[config.mk]
export PLATFORM = sky130hd
export DESIGN_NAME = simd_cle_unit
export DESIGN_NICKNAME = d
export VERILOG_FILES = /design/src/rtl/simd_cle_pkg.sv /design/src/rtl/cle_decode.sv /design/src/rtl/cle_slice_cmp.sv /design/src/rtl/cle_vec_array.sv /design/src/rtl/simd_cle_unit.sv
export SDC_FILE = /design/constraint.sdc
export NUM_CORES = 1
export LEC_CHECK = 0
export BUFFER_PORTS_ARGS = -buffer_cell sky130_fd_sc_hd__buf_2
export CORE_ASPECT_RATIO = 0.6
export CORE_MARGIN = 2
export CORE_UTILIZATION = 50
export CTS_CLUSTER_DIAMETER = 150
export DETAILED_ROUTE_END_ITERATION = 6
export MAX_ROUTING_LAYER = met4
export PLACE_DENSITY_LB_ADDON = 0.3
export SLEW_MARGIN = 15
export SYNTH_ARGS = -nofsm -noshare
export SYNTH_HDL_FRONTEND = slang
export SYNTH_SLANG_ARGS = --single-unit
[constraint.sdc]
create_clock -name clk -period 5.6 [get_ports clk]
set_clock_uncertainty 0.15 [all_clocks]
set_input_delay 0.84 -clock clk [delete_from_list [all_inputs] [get_ports clk]]
set_output_delay 0.84 -clock clk [all_outputs]
set_load 0.005 [all_outputs]
[src/rtl/simd_cle_pkg.sv]
package simd_cle_pkg;

    localparam int INSTR_W = 32;
    localparam int SLICE_W = 32;
    localparam int REG_IDX_W = 5;

    typedef enum logic [1:0] {
        LANE_B = 2'b00,
        LANE_H = 2'b01,
        LANE_W = 2'b10,
        LANE_X = 2'b11
    } lane_sz_e;

    typedef struct packed {
        lane_sz_e               lsz;
        logic                   uns;
        logic                   flt;
        logic                   vs_zero;
        logic                   quad;
        logic                   bad;
        logic [REG_IDX_W-1:0]   dest;
    } dec_t;

    function automatic logic f32_is_nan(input logic [31:0] v);
        return (v[30:23] == 8'hFF) && (v[22:0] != 23'd0);
    endfunction

    // IEEE single-precision a <= b on raw encodings
    function automatic logic f32_le(input logic [31:0] a, input logic [31:0] b);
        logic res;
        if (f32_is_nan(a) || f32_is_nan(b))
            res = 1'b0;
        else if ((a[30:0] == 31'd0) && (b[30:0] == 31'd0))
            res = 1'b1;
        else if (a[31] != b[31])
            res = a[31];
        else if (!a[31])
            res = (a[30:0] <= b[30:0]);
        else
            res = (a[30:0] >= b[30:0]);
        return res;
    endfunction

endpackage

[src/rtl/cle_decode.sv]
module cle_decode
    import simd_cle_pkg::*;
(
    input  logic [INSTR_W-1:0] instr_i,
    output dec_t               dec_o
);
    logic hit_int, hit_flt, hit_zero, odd_reg, bad_size;
    logic [1:0] size_code;

    assign hit_int  = (instr_i[31:25] == 7'b1111001) && !instr_i[23]
                    && (instr_i[11:8] == 4'b0011) && instr_i[4];
    assign hit_flt  = (instr_i[31:23] == 9'b111100110) && !instr_i[21]
                    && (instr_i[11:8] == 4'b1110) && !instr_i[4];
    assign hit_zero = (instr_i[31:23] == 9'b111100111) && (instr_i[21:20] == 2'b11)
                    && (instr_i[17:16] == 2'b01) && !instr_i[11]
                    && (instr_i[9:7] == 3'b011) && !instr_i[4];

    always_comb begin
        if (hit_flt)
            size_code = 2'b10;
        else if (hit_zero)
            size_code = instr_i[19:18];
        else
            size_code = instr_i[21:20];
    end

    // quad register pairs must start on an even number
    assign odd_reg  = instr_i[6] && (instr_i[12] || instr_i[0]
                    || (!hit_zero && instr_i[16]));
    assign bad_size = (size_code == 2'b11)
                    || (hit_flt && instr_i[20])
                    || (hit_zero && instr_i[10] && (size_code != 2'b10));

    always_comb begin
        dec_o.lsz     = lane_sz_e'(size_code);
        dec_o.uns     = hit_int && instr_i[24];
        dec_o.flt     = hit_flt || (hit_zero && instr_i[10]);
        dec_o.vs_zero = hit_zero;
        dec_o.quad    = instr_i[6];
        dec_o.bad     = !(hit_int || hit_flt || hit_zero) || bad_size || odd_reg;
        dec_o.dest    = instr_i[6] ? {1'b0, instr_i[22], instr_i[15:13]}
                                   : {instr_i[22], instr_i[15:12]};
    end
endmodule

[src/rtl/cle_slice_cmp.sv]
module cle_slice_cmp
    import simd_cle_pkg::*;
#(
    parameter int W = SLICE_W
) (
    input  logic [W-1:0] a_i,
    input  logic [W-1:0] b_i,
    input  lane_sz_e     lsz_i,
    input  logic         uns_i,
    input  logic         flt_i,
    output logic [W-1:0] mask_o
);
    localparam int NB = W / 8;
    localparam int NH = W / 16;

    logic [W-1:0] m_b, m_h;
    logic         le_w, le_f;

    // signed order = unsigned order with the sign bit inverted
    for (genvar k = 0; k < NB; k++) begin : g_byte
        logic le;
        assign le = {a_i[8*k+7] ^ ~uns_i, a_i[8*k +: 7]}
                 <= {b_i[8*k+7] ^ ~uns_i, b_i[8*k +: 7]};
        assign m_b[8*k +: 8] = {8{le}};
    end

    for (genvar k = 0; k < NH; k++) begin : g_half
        logic le;
        assign le = {a_i[16*k+15] ^ ~uns_i, a_i[16*k +: 15]}
                 <= {b_i[16*k+15] ^ ~uns_i, b_i[16*k +: 15]};
        assign m_h[16*k +: 16] = {16{le}};
    end

    assign le_w = {a_i[31] ^ ~uns_i, a_i[30:0]} <= {b_i[31] ^ ~uns_i, b_i[30:0]};
    assign le_f = f32_le(a_i[31:0], b_i[31:0]);

    always_comb begin
        case (lsz_i)
            LANE_B:  mask_o = m_b;
            LANE_H:  mask_o = m_h;
            LANE_W:  mask_o = {W{flt_i ? le_f : le_w}};
            default: mask_o = '0;
        endcase
    end
endmodule

[src/rtl/cle_vec_array.sv]
module cle_vec_array
    import simd_cle_pkg::*;
#(
    parameter int VEC_W = 128
) (
    input  logic [VEC_W-1:0] a_i,
    input  logic [VEC_W-1:0] b_i,
    input  lane_sz_e         lsz_i,
    input  logic             uns_i,
    input  logic             flt_i,
    input  logic             quad_i,
    output logic [VEC_W-1:0] mask_o
);
    localparam int NSLICE = VEC_W / SLICE_W;
    localparam int HALF   = NSLICE / 2;

    for (genvar s = 0; s < NSLICE; s++) begin : g_slice
        localparam bit UPPER = (s >= HALF);
        logic [SLICE_W-1:0] raw;

        cle_slice_cmp #(.W(SLICE_W)) u_cmp (
            .a_i    (a_i[s*SLICE_W +: SLICE_W]),
            .b_i    (b_i[s*SLICE_W +: SLICE_W]),
            .lsz_i  (lsz_i),
            .uns_i  (uns_i),
            .flt_i  (flt_i),
            .mask_o (raw)
        );

        assign mask_o[s*SLICE_W +: SLICE_W] = (UPPER && !quad_i) ? '0 : raw;
    end
endmodule

[src/rtl/simd_cle_unit.sv]
module simd_cle_unit
    import simd_cle_pkg::*;
#(
    parameter int VEC_W = 128
) (
    input  logic                 clk,
    input  logic                 rst,
    input  logic                 valid_in,
    input  logic [INSTR_W-1:0]   instr_in,
    input  logic [VEC_W-1:0]     opa_in,
    input  logic [VEC_W-1:0]     opb_in,
    output logic                 wr_en_o,
    output logic                 undef_o,
    output logic [REG_IDX_W-1:0] dest_o,
    output logic [VEC_W-1:0]     result_o
);
    localparam int HALF_W = VEC_W / 2;

    logic               valid_q;
    logic [INSTR_W-1:0] instr_q;
    logic [VEC_W-1:0]   opa_q, opb_q, lhs, rhs, mask;
    dec_t               dec;

    always_ff @(posedge clk) begin
        if (rst) begin
            valid_q <= 1'b0;
            instr_q <= '0;
            opa_q   <= '0;
            opb_q   <= '0;
        end else begin
            valid_q <= valid_in;
            if (valid_in) begin
                instr_q <= instr_in;
                opa_q   <= opa_in;
                opb_q   <= opb_in;
            end
        end
    end

    cle_decode u_dec (
        .instr_i (instr_q),
        .dec_o   (dec)
    );

    // zero form: tested operand moves to the left side, right side is zero
    assign lhs = dec.vs_zero ? opb_q : opa_q;
    assign rhs = dec.vs_zero ? '0    : opb_q;

    cle_vec_array #(.VEC_W(VEC_W)) u_arr (
        .a_i    (lhs),
        .b_i    (rhs),
        .lsz_i  (dec.lsz),
        .uns_i  (dec.uns),
        .flt_i  (dec.flt),
        .quad_i (dec.quad),
        .mask_o (mask)
    );

    assign wr_en_o  = valid_q && !dec.bad;
    assign undef_o  = valid_q && dec.bad;
    assign dest_o   = dec.dest;
    assign result_o = dec.bad ? '0 : mask;

    p_we_after_valid_r8: assert property (@(posedge clk) disable iff (rst)
        wr_en_o |-> $past(valid_in));
    p_undef_after_valid_r8: assert property (@(posedge clk) disable iff (rst)
        undef_o |-> $past(valid_in));
    p_flags_exclusive_r7: assert property (@(posedge clk) disable iff (rst)
        !(wr_en_o && undef_o));
    p_undef_clear_result_r7: assert property (@(posedge clk) disable iff (rst)
        undef_o |-> (result_o == '0));
    p_upper_idle_r5: assert property (@(posedge clk) disable iff (rst)
        (wr_en_o && !instr_q[6]) |-> (result_o[VEC_W-1:HALF_W] == '0));
    p_quiet_in_reset_r10: assert property (@(posedge clk)
        rst |=> (!wr_en_o && !undef_o));

    for (genvar k = 0; k < VEC_W / 8; k++) begin : g_chk
        p_byte_uniform_r1: assert property (@(posedge clk) disable iff (rst)
            wr_en_o |-> (result_o[8*k +: 8] == 8'h00 || result_o[8*k +: 8] == 8'hFF));
    end
endmodule

# Word level (Yosys, flattened, before mapping)

Index checks and enable logic that the tools add are counted.

Order comparisons: 36
Equal/unequal tests: 24
Muxes and demuxes: 32
Bitwise gates (word level): 33
Reduce and logical (&&, ||, !) cells: 68

Operator list:

| kind                                                 | number |
|---|---|
| two-way mux 128 bit                                  | 3 |
| one-hot mux 32 bit (3 select lines)                  | 4 |
| logical NOT 31 bit                                   | 8 |
| nonzero test 23 bit                                  | 8 |
| less-or-equal comparator 16 bit                      | 8 |
| less-or-equal comparator 32 bit                      | 4 |
| less-or-equal comparator 8 bit                       | 16 |
| greater-or-equal comparator 31 bit                   | 4 |
| less-or-equal comparator 31 bit                      | 4 |
| equality test 8 bit (second input constant)          | 8 |
| two-way mux 32 bit                                   | 2 |
| bitwise XOR 1 bit                                    | 32 |
| logical AND 1 bit                                    | 31 |
| two-way mux 1 bit                                    | 20 |
| equality test 9 bit (second input constant)          | 2 |
| logical OR 1 bit                                     | 13 |
| equality test 7 bit (second input constant)          | 1 |
| logical NOT 1 bit                                    | 7 |
| equality test 2 bit (second input constant)          | 3 |
| two-way mux 5 bit                                    | 1 |
| equality test 2 x 1 -> 1 bit (second input constant) | 2 |
| equality test 4 x 2 -> 1 bit (second input constant) | 1 |
| equality test 4 bit (second input constant)          | 1 |
| two-way mux 2 bit                                    | 2 |
| other kinds (5)                                      | 8 |

Register bits: 289
Output and inout bits: 135
Word-level logic and storage cells: 197

# Depth between registers and ports, before layout

Gate-level depths: netlist of the first run.

Word-level depth: 16
Depth in mapped cells: 21
Depth with buffers taken out: 15

# Hierarchy

Synthesis of the first run repeated with hierarchy kept, for this count alone.

Cells, all modules: 2525
Area, all modules: 21202.8 um^2

Modules (own cells, without submodules):

| module        | times used | cells an instance | area each (um^2) | sequential area each (um^2) |
|---|---|---|---|---|
| simd_cle_unit | 1          | 1358              | 13481.7          | 5785.5 |
| cle_slice_cmp | 4          | 264               | 1724.2           | 0.0 |
| cle_vec_array | 1          | 70                | 510.5            | 0.0 |
| cle_decode    | 1          | 41                | 314.1            | 0.0 |

# Worst setup path after synthesis of the first run

Ideal clock, no wire load.

Path type: reg2out
Start: register instr_q[26]
End: output port result_o[121]
Arrival time: 4864 ps
Path slack: -254 ps
Stages on the path, launching flop included: 21
Path through: dfxtp_1 nand4b_1 or2_2 clkbuf_1 nor2_1 buf_2 buf_1 buf_1 clkbuf_1 nand2_1 nand2_1 ha_1 and3_1 mux2_2 o21ba_2 and3_1 o311a_1 o221a_2 a2111oi_4 or3_1 buf_4

Longest elaborated chain between the ends: 16

Ends and longest elaborated chain:

| what                                                                                         | line                                     | text |
|---|---|---|
| start, declared                                                                              | simd_cle_unit.sv:20                      | `logic [INSTR_W-1:0] instr_q;` |
| start signal, assigned                                                                       | simd_cle_unit.sv:33                      | `instr_q <= instr_in;` |
| equality test 9 bit                                                                          | cle_decode.sv:14                         | `assign hit_zero = (instr_i[31:23] == 9'b111100111) && (instr_i[21:20] == 2'b11)` |
| logical AND 1 bit                                                                            | cle_decode.sv:14                         |  |
| logical AND 1 bit (2 in a row)                                                               | cle_decode.sv:15                         | `&& (instr_i[17:16] == 2'b01) && !instr_i[11]` |
| logical AND 1 bit (2 in a row)                                                               | cle_decode.sv:16                         | `&& (instr_i[9:7] == 3'b011) && !instr_i[4];` |
| two-way mux 128 bit, on equally long branches                                                | simd_cle_unit.sv:46, simd_cle_unit.sv:47 |  |
| less-or-equal comparator 31 bit / greater-or-equal comparator 31 bit (equally long branches) | simd_cle_pkg.sv:38, simd_cle_pkg.sv:40   |  |
| two-way mux 1 bit                                                                            | simd_cle_pkg.sv:37                       | `else if (!a[31])` |
| two-way mux 1 bit                                                                            | simd_cle_pkg.sv:35                       | `else if (a[31] != b[31])` |
| two-way mux 1 bit                                                                            | simd_cle_pkg.sv:33                       | `else if ((a[30:0] == 31'd0) && (b[30:0] == 31'd0))` |
| two-way mux 1 bit                                                                            | simd_cle_pkg.sv:31                       | `if (f32_is_nan(a) \|\| f32_is_nan(b))` |
| two-way mux 1 bit                                                                            | cle_slice_cmp.sv:41                      | `LANE_W: mask_o = {W{flt_i ? le_f : le_w}};` |
| one-hot mux 32 bit (3 select lines)                                                          | cle_slice_cmp.sv:38                      | `case (lsz_i)` |
| two-way mux 32 bit                                                                           | cle_vec_array.sv:30                      | `assign mask_o[s*SLICE_W +: SLICE_W] = (UPPER && !quad_i) ? '0 : raw;` |
| two-way mux 128 bit (*)                                                                      | simd_cle_unit.sv:62                      | `assign result_o = dec.bad ? '0 : mask;` |
| end, declared                                                                                | simd_cle_unit.sv:15                      | `output logic [VEC_W-1:0] result_o` |

Mark *: on every way between the ends. The rest lies on a longest branch, timed or not.

# Worst setup path in the final report of the first run

Start: register instr_q[4]
End: output port result_o[103]

Longest elaborated chain between the ends: 12

Ends and longest elaborated chain:

| what                                                                                         | line |
|---|---|
| logical NOT 1 bit                                                                            | cle_decode.sv:13, cle_decode.sv:16 |
| logical AND 1 bit                                                                            | cle_decode.sv:16 |
| two-way mux 128 bit, on equally long branches                                                | simd_cle_unit.sv:46, simd_cle_unit.sv:47 |
| less-or-equal comparator 31 bit / greater-or-equal comparator 31 bit (equally long branches) | simd_cle_pkg.sv:38, simd_cle_pkg.sv:40 |
| two-way mux 1 bit                                                                            | simd_cle_pkg.sv:37 |
| two-way mux 1 bit                                                                            | simd_cle_pkg.sv:35 |
| two-way mux 1 bit                                                                            | simd_cle_pkg.sv:33 |
| two-way mux 1 bit                                                                            | simd_cle_pkg.sv:31 |
| two-way mux 1 bit                                                                            | cle_slice_cmp.sv:41 |
| one-hot mux 32 bit (3 select lines)                                                          | cle_slice_cmp.sv:38 |
| two-way mux 32 bit                                                                           | cle_vec_array.sv:30 |
| two-way mux 128 bit (*)                                                                      | simd_cle_unit.sv:62 |

Marked as above.

==> metrics, run 1 <==
drt first pass iters=5; area of the multi-input gates=~14,000 sq um; routed vias/inst=approximately 5.8; final layout net count=about 3.3k; YS warnings=0; Core ar.=~38,000 sq um; total gr overflow=0; Crit. End Element=primary output; TNS Setup=-20.17 ns; hold crit path type=flop to flop; Mapped Avg Cell Area=7.82 sq um; Endpoint, Worst Hold=instr_q[26]; filler instances=~3k; Total GRT Usage=roughly a third; synthesis-to-finish area growth=30.7%; Req. time, crit path=4.61 ns; Period minus WS final=5.82 ns; Top Ports=roughly 430; post-synthesis cell area=slightly below 20,000 sq um; vias in the first global route=~18k; Mapped Cells=roughly 2.5k; Die ar.=40,100 sq um; WHS=about 0.35 ns; async set-or-reset flop fraction in the synthesized netlist=0%; Inst Count DP=about 3.2k; critical path's top delay family=compound AO/OA/AOI/OAI gates; fin crit share=104%; Final GP Congestion=slightly below 1; largest net degree at the start of global routing=between 150 and 200; measured slew at the worst slew-check pin=0.955 ns; Worst-path clk slew=around 0.06 ns; pre-CTS setup slack=-0.106 ns; DPL Wire Length=between 40,000 and 50,000 um; Starting Density=50.9%; initial DRC count=around 1.9k; Buf+Inv Stages, Crit Path=5; Final Cell Area=roughly 25,000 sq um; CP Launch Type=flop; final core area utilization=around 66%; TritonCTS Buffers=28; share of layout cells above drive strength 1=approximately 30%; WL final=slightly below 70,000 um; TritonCTS clock tree=done; Die Ht=approximately 160 um; Remaining DRCs=0; Avg WL per Cell=approximately 20 um; RSZ-0062 raised after global routing=yes; Tot Pwr=5.72 mW; violated checks=negative setup slack; final hold violations=0; maximum vdd drop=approximately 0.23 mV; Root Buffer=clkbuf_16; Core Rows=55; Setup WS post-layout=-0.221 ns; CP Class=flop to primary output; r2r endpoint=instr_q[6]; routed via count=19.7k; critical-path cell list=nand2b_4 > or4_4 > buf_6 > nor2_4 > buf_12 > buf_12 > mux2i_4 > inv_1 > ha_2 > a21oi_2 > a2bb2oi_1 > a31oi_1 > o21ai_1 > a41o_1 > a31o_2 > and4b_1 > a2111oi_4 > a211o_1 > buf_2; LEAKAGE=between 10 and 15 nW; #FFs+latches synth=285; flop-to-flop setup slack=4.31 ns; CTS H-tree depth=1; first-pass GRT wire length=between 90,000 and 100,000 um; Clock Latency Late Sink=approximately 0.56 ns; status=complete, but fails checks; cells on worst reg2reg path=2; Die X=approximately 260 um; Final setup viols=roughly 130; startpoint of the worst hold path=instr_q[26]; DP Area=21,200 sq um; register area=~5700 sq um; PortBufs=roughly 420; Post-synth EDFFs=0; # hold bufs at CTS=0; Max clock buf depth=3; Post-Layout Cell Count=between 3k and 4k; post-synth cell types=between 70 and 80; worst rel slew slack=about 36%; CP Max Fanout=8; clk sinks=about 290; Synthesized Nets=a little under 3k; CP max-delay cell=or4_4; Antenna Nets Post-Route=0; initial antenna violation count=12; pwr dens=228 nW/um^2; Pins Over Slew Limit=0; most frequent CP cell=buf_12; R2R Path Start=instr_q[6]; Critical Path Max Stage Delay=roughly 0.57 ns; hold depth=2; sequential area share after synthesis=between 20% and 30%; Max Cap Violations=0; CP Data Arrival Time=4.83 ns; fmax=0.172 GHz; Synth Flop Type=dfxtp_1
==> state kept, by name, summed over array words and instances (netlist names) <==
name	count
instr_q	28
opa_q	128
opb_q	128
valid_q	1
==> what timing repair did <==
action	CTS	global route
gates cloned	12	2
gates resized for setup	222	129
pin swaps	85	89
buffers inserted	59	31
endpoints found under the setup margin	128	128
==> worst max path at each step <==
stage                    endpoint         from  cells past startpoint  slack [ns]
finish              result_o[103]   instr_q[4]                     19       -0.22
global placement     result_o[38]   instr_q[4]                     17        0.11
CTS                   result_o[4]   instr_q[9]                     19       -0.19
global route        result_o[103]   instr_q[4]                     20       -0.33
detailed placement   result_o[38]   instr_q[4]                     17       -0.11
floorplan            result_o[33]  instr_q[26]                     21      -0.005
==> cell usage in the layout, fill, tap and decap left out, types with 7 or more instances in the layout <==
cell       count
nor2_2         9
ha_4          41
and3_1        11
mux2i_1      296
o21ai_1        8
a21oi_1       68
clkbuf_16     30
xnor2_1       27
o21ai_0       47
o21a_1        14
o221ai_4       7
a31oi_1       12
ha_1         102
buf_2        374
nor2b_1       20
diode_2       12
buf_4         90
buf_6         58
a211o_1        7
nand4_1       44
clkbuf_1       9
a21oi_2       25
nor3_1        17
o211ai_1       8
a21o_1        44
nand2b_1       8
inv_1         48
nand2_4       10
nand3_2        7
dfxtp_2        7
nor2_1       318
dfxtp_1      278
nand2_2       35
nand2_1      456
nor4_1        57
and2_1         9
nand3_1       24
buf_12        24
o21bai_1       7
==> cells by family after synthesis <==
group / after synthesis / share of synthesized area (%)
adders and majority gates: 146 / 9.50
AOI/OAI and AO/OA: 331 / 11.4
buffers and inverters: 280 / 7.68
DFF: 285 / 29.7
muxes: 309 / 16.1
xor gates and xnor gates: 31 / 1.41
and+or+nand+nor: 1076 / 24.2
==> synthesized netlist by cell type, drive strengths merged, types with 4 or more instances <==
| cell | n | area share (%) |
|---|---|---|
| a211o | 11 | 0.50 |
| a211oi | 8 | 0.31 |
| a21boi | 6 | 0.25 |
| a21o | 44 | 1.7 |
| a21oi | 97 | 2.5 |
| a221oi | 5 | 0.26 |
| a31oi | 13 | 0.42 |
| and2 | 13 | 0.42 |
| and3 | 16 | 0.52 |
| buf | 153 | 5.2 |
| clkbuf | 76 | 1.5 |
| dfxtp | 285 | 30 |
| ha | 146 | 9.5 |
| inv | 51 | 1.0 |
| mux2 | 6 | 0.35 |
| mux2i | 303 | 16 |
| nand2 | 500 | 9.8 |
| nand2b | 10 | 0.33 |
| nand3 | 33 | 0.86 |
| nand3b | 5 | 0.20 |
| nand4 | 44 | 1.4 |
| nor2 | 331 | 6.5 |
| nor2b | 21 | 0.68 |
| nor3 | 21 | 0.55 |
| nor4 | 58 | 1.9 |
| o2111ai | 4 | 0.18 |
| o211ai | 8 | 0.31 |
| o21a | 14 | 0.55 |
| o21ai | 63 | 1.6 |
| o21bai | 9 | 0.35 |
| o221ai | 11 | 0.50 |
| o31ai | 4 | 0.18 |
| or2 | 5 | 0.16 |
| xnor2 | 27 | 1.2 |
| xor2 | 4 | 0.18 |
==> per-layer routing <==
metal	global-route usage (%)	share of wire, %	wire, um	vias up
li1	-	-	-	9216
met1	44.9	45	30500	9333
met2	45.7	43	28800	984
met3	6.11	9.5	6420	149
met4	9.55	2.9	1940	0
met5	-	0	0	-
==> area by class of cell <==
type,instances,share of cell area (%)
Inverter,51,0.762
Clock inverter,8,0.483
Antenna cell,12,0.120
Sequential cell,285,22.8
Multi-Input combinational cell,1896,54.1
Timing Repair Buffer,560,15.9
Clock buffer,43,3.30
Tap cell,513,2.56
==> worst register-to-register path, delay by kind of cell (launching register included) <==
kind	cells	cell delay, ns
mux	1	0.15
simple gates	1	0.11
flops	1	0.82
==> power breakdown <==
group	switching, mW	leakage (nW)	internal (mW)
Clock	0.840	0.463	1.15
Combinational	0.753	9.38	0.667
Sequential	0.157	2.36	2.15
(Power assumes the default switching activity.)
==> run 2: changes to the inputs <==
Settings changed: MAX_ROUTING_LAYER met4 to not set, PLACE_DENSITY set to 0.78, PLACE_DENSITY_LB_ADDON 0.3 to not set.
==> metrics, run 2 (synthesis gave the netlist of run 1 again) <==
status=complete, but fails checks; violated checks=negative setup slack; first-pass GRT wire length=about 96,000 um; Die Ht=156 um; final hold violations=0; Avg WL per Cell=roughly 19 um; synthesis-to-finish area growth=24.4%; LEAKAGE=11.9 nW; drt first pass iters=6; Core Rows=55; Critical Path Max Stage Delay=approximately 0.54 ns; Buf+Inv Stages, Crit Path=6; pwr dens=about 240 nW/um^2; Root Buffer=clkbuf_16; filler instances=roughly 3.2k; CP Max Fanout=14; critical-path cell list=nand4b_1 > or4_4 > buf_6 > nor2_4 > buf_6 > buf_12 > nand2_2 > nand2_2 > ha_4 > a211o_1 > o211ai_1 > nand4_1 > and3_4 > o311a_1 > o221a_2 > a2111oi_4 > buf_4 > buf_12 > a211o_4 > buf_2; Core ar.=approximately 38,000 sq um; CP Launch Type=flop; initial DRC count=1,778; Crit. End Element=primary output; hold crit path type=primary input to flop; Die X=257 um; Top Ports=approximately 430; TNS Setup=-24.09 ns; maximum vdd drop=slightly above 0.2 mV; total gr overflow=0; register area=around 5700 sq um; met2 usage=between 40 and 50%; measured slew at the worst slew-check pin=about 1.2 ns; share of layout cells above drive strength 1=25.0%; Period minus WS final=about 5.9 ns; area of the multi-input gates=approximately 13,000 sq um; routed via count=about 19k; biggest regs=opa_q: 128 flops, opb_q: 128 flops, instr_q: 28 flops; CP Data Arrival Time=approximately 4.9 ns; GRT busiest layer=met2; routed vias/inst=5.76; PortBufs=421; Max Cap Violations=0; CP max-delay cell=or4_4; Setup WS post-layout=-0.284 ns; WL final=between 60,000 and 70,000 um; Remaining DRCs=0; Req. time, crit path=4.61 ns; TritonCTS clock tree=done; fmax=~0.17 GHz; largest net degree at the start of global routing=approximately 110; TritonCTS Buffers=29; pre-CTS setup slack=between 0.05 and 0.06 ns; Worst-path clk slew=approximately 0.08 ns; clk sinks=285; final layout net count=roughly 3.2k; met3 GRT Util=~6.4%; Final setup viols=approximately 130; Clock Latency Late Sink=roughly 0.56 ns; most frequent cells in the layout=489 x nand2_1, 379 x buf_2, 325 x nor2_1, 300 x mux2i_1, 279 x dfxtp_1; final core area utilization=between 60% and 70%; initial antenna violation count=14; Starting Density=roughly half; critical path's top delay family=simple AND/OR/NAND/NOR gates; CTS H-tree depth=1; DPL Wire Length=around 45,000 um; fin crit share=105%; CP Class=flop to primary output; worst rel slew slack=between 20% and 30%; Antenna Nets Post-Route=0; Final GP Congestion=roughly 0.91; Tot Pwr=a little under 6 mW; Die ar.=40,100 sq um; Total GRT Usage=around 30%; most common cell after layout, fill and taps aside=nand2_1; vias in the first global route=about 18k; GR Util met1=43.0%; Max clock buf depth=3; RSZ-0062 raised after global routing=yes; Pins Over Slew Limit=0
[run 2: worst paths after layout]
check	startpoint	to	slack [ns]	cells after the start
max	instr_q[11]	result_o[104]	-0.28	20
min	opb_in[114]	opb_q[114]	0.34	3
max reg2reg	instr_q[6]	instr_q[6]	4.35	2
min reg2reg	instr_q[27]	instr_q[27]	0.35	2
[run 2: timing repair]
item / CTS / global route
hold buffers: 0 / 0
setup endpoints to repair: 128 / 128
pin swaps: 45 / 56
buffers inserted: 33 / 21
cloned: 9 / 1
gates resized for setup: 101 / 103
[run 2: area by class of cell]
type / count / share of cell area, %
clock inverter: 16 / 1.15
inverter: 51 / 0.800
antenna: 11 / 0.115
sequential: 285 / 23.9
multi-input combinational: 1895 / 53.6
timing repair buffer: 520 / 14.5
clock buffer: 35 / 3.25
tap: 513 / 2.68
[run 2: layer usage]
layer | vias to the layer above | routed length [um]
met1 | 9063 | 29500
met3 | 128 | 5630
met4 | 6 | 1710
met5 | - | 37
li1 | 9106 | -
met2 | 871 | 27100
[run 2: report_power, final]
part | leakage (nW) | total [mW] | internal, mW | switching [mW]
Combinational | 9.04 | 1.28 | 0.594 | 0.688
Clock | 0.508 | 2.18 | 1.31 | 0.872
Sequential | 2.36 | 2.30 | 2.15 | 0.153
[run 2: worst min-delay path: cells and delay by family]
family                 cells  cell delay [ns]
muxes                      1             0.05
buffers and inverters      1             0.07
and+or+nand+nor            1             0.07
[run 2: metrics by stage]
step | hold slack (ns) | instance area, sq um | std cells
6_report | 0.343 | 23900 | 3326
5_1_grt | 0.336 | 23900 | 3324
4_1_cts | 0.318 | 23300 | 3299
3_5_place_dp | 0.335 | 21200 | 3207
3_3_place_gp | 0.313 | 21200 | 3207
2_1_floorplan | 0.301 | 19300 | 2458
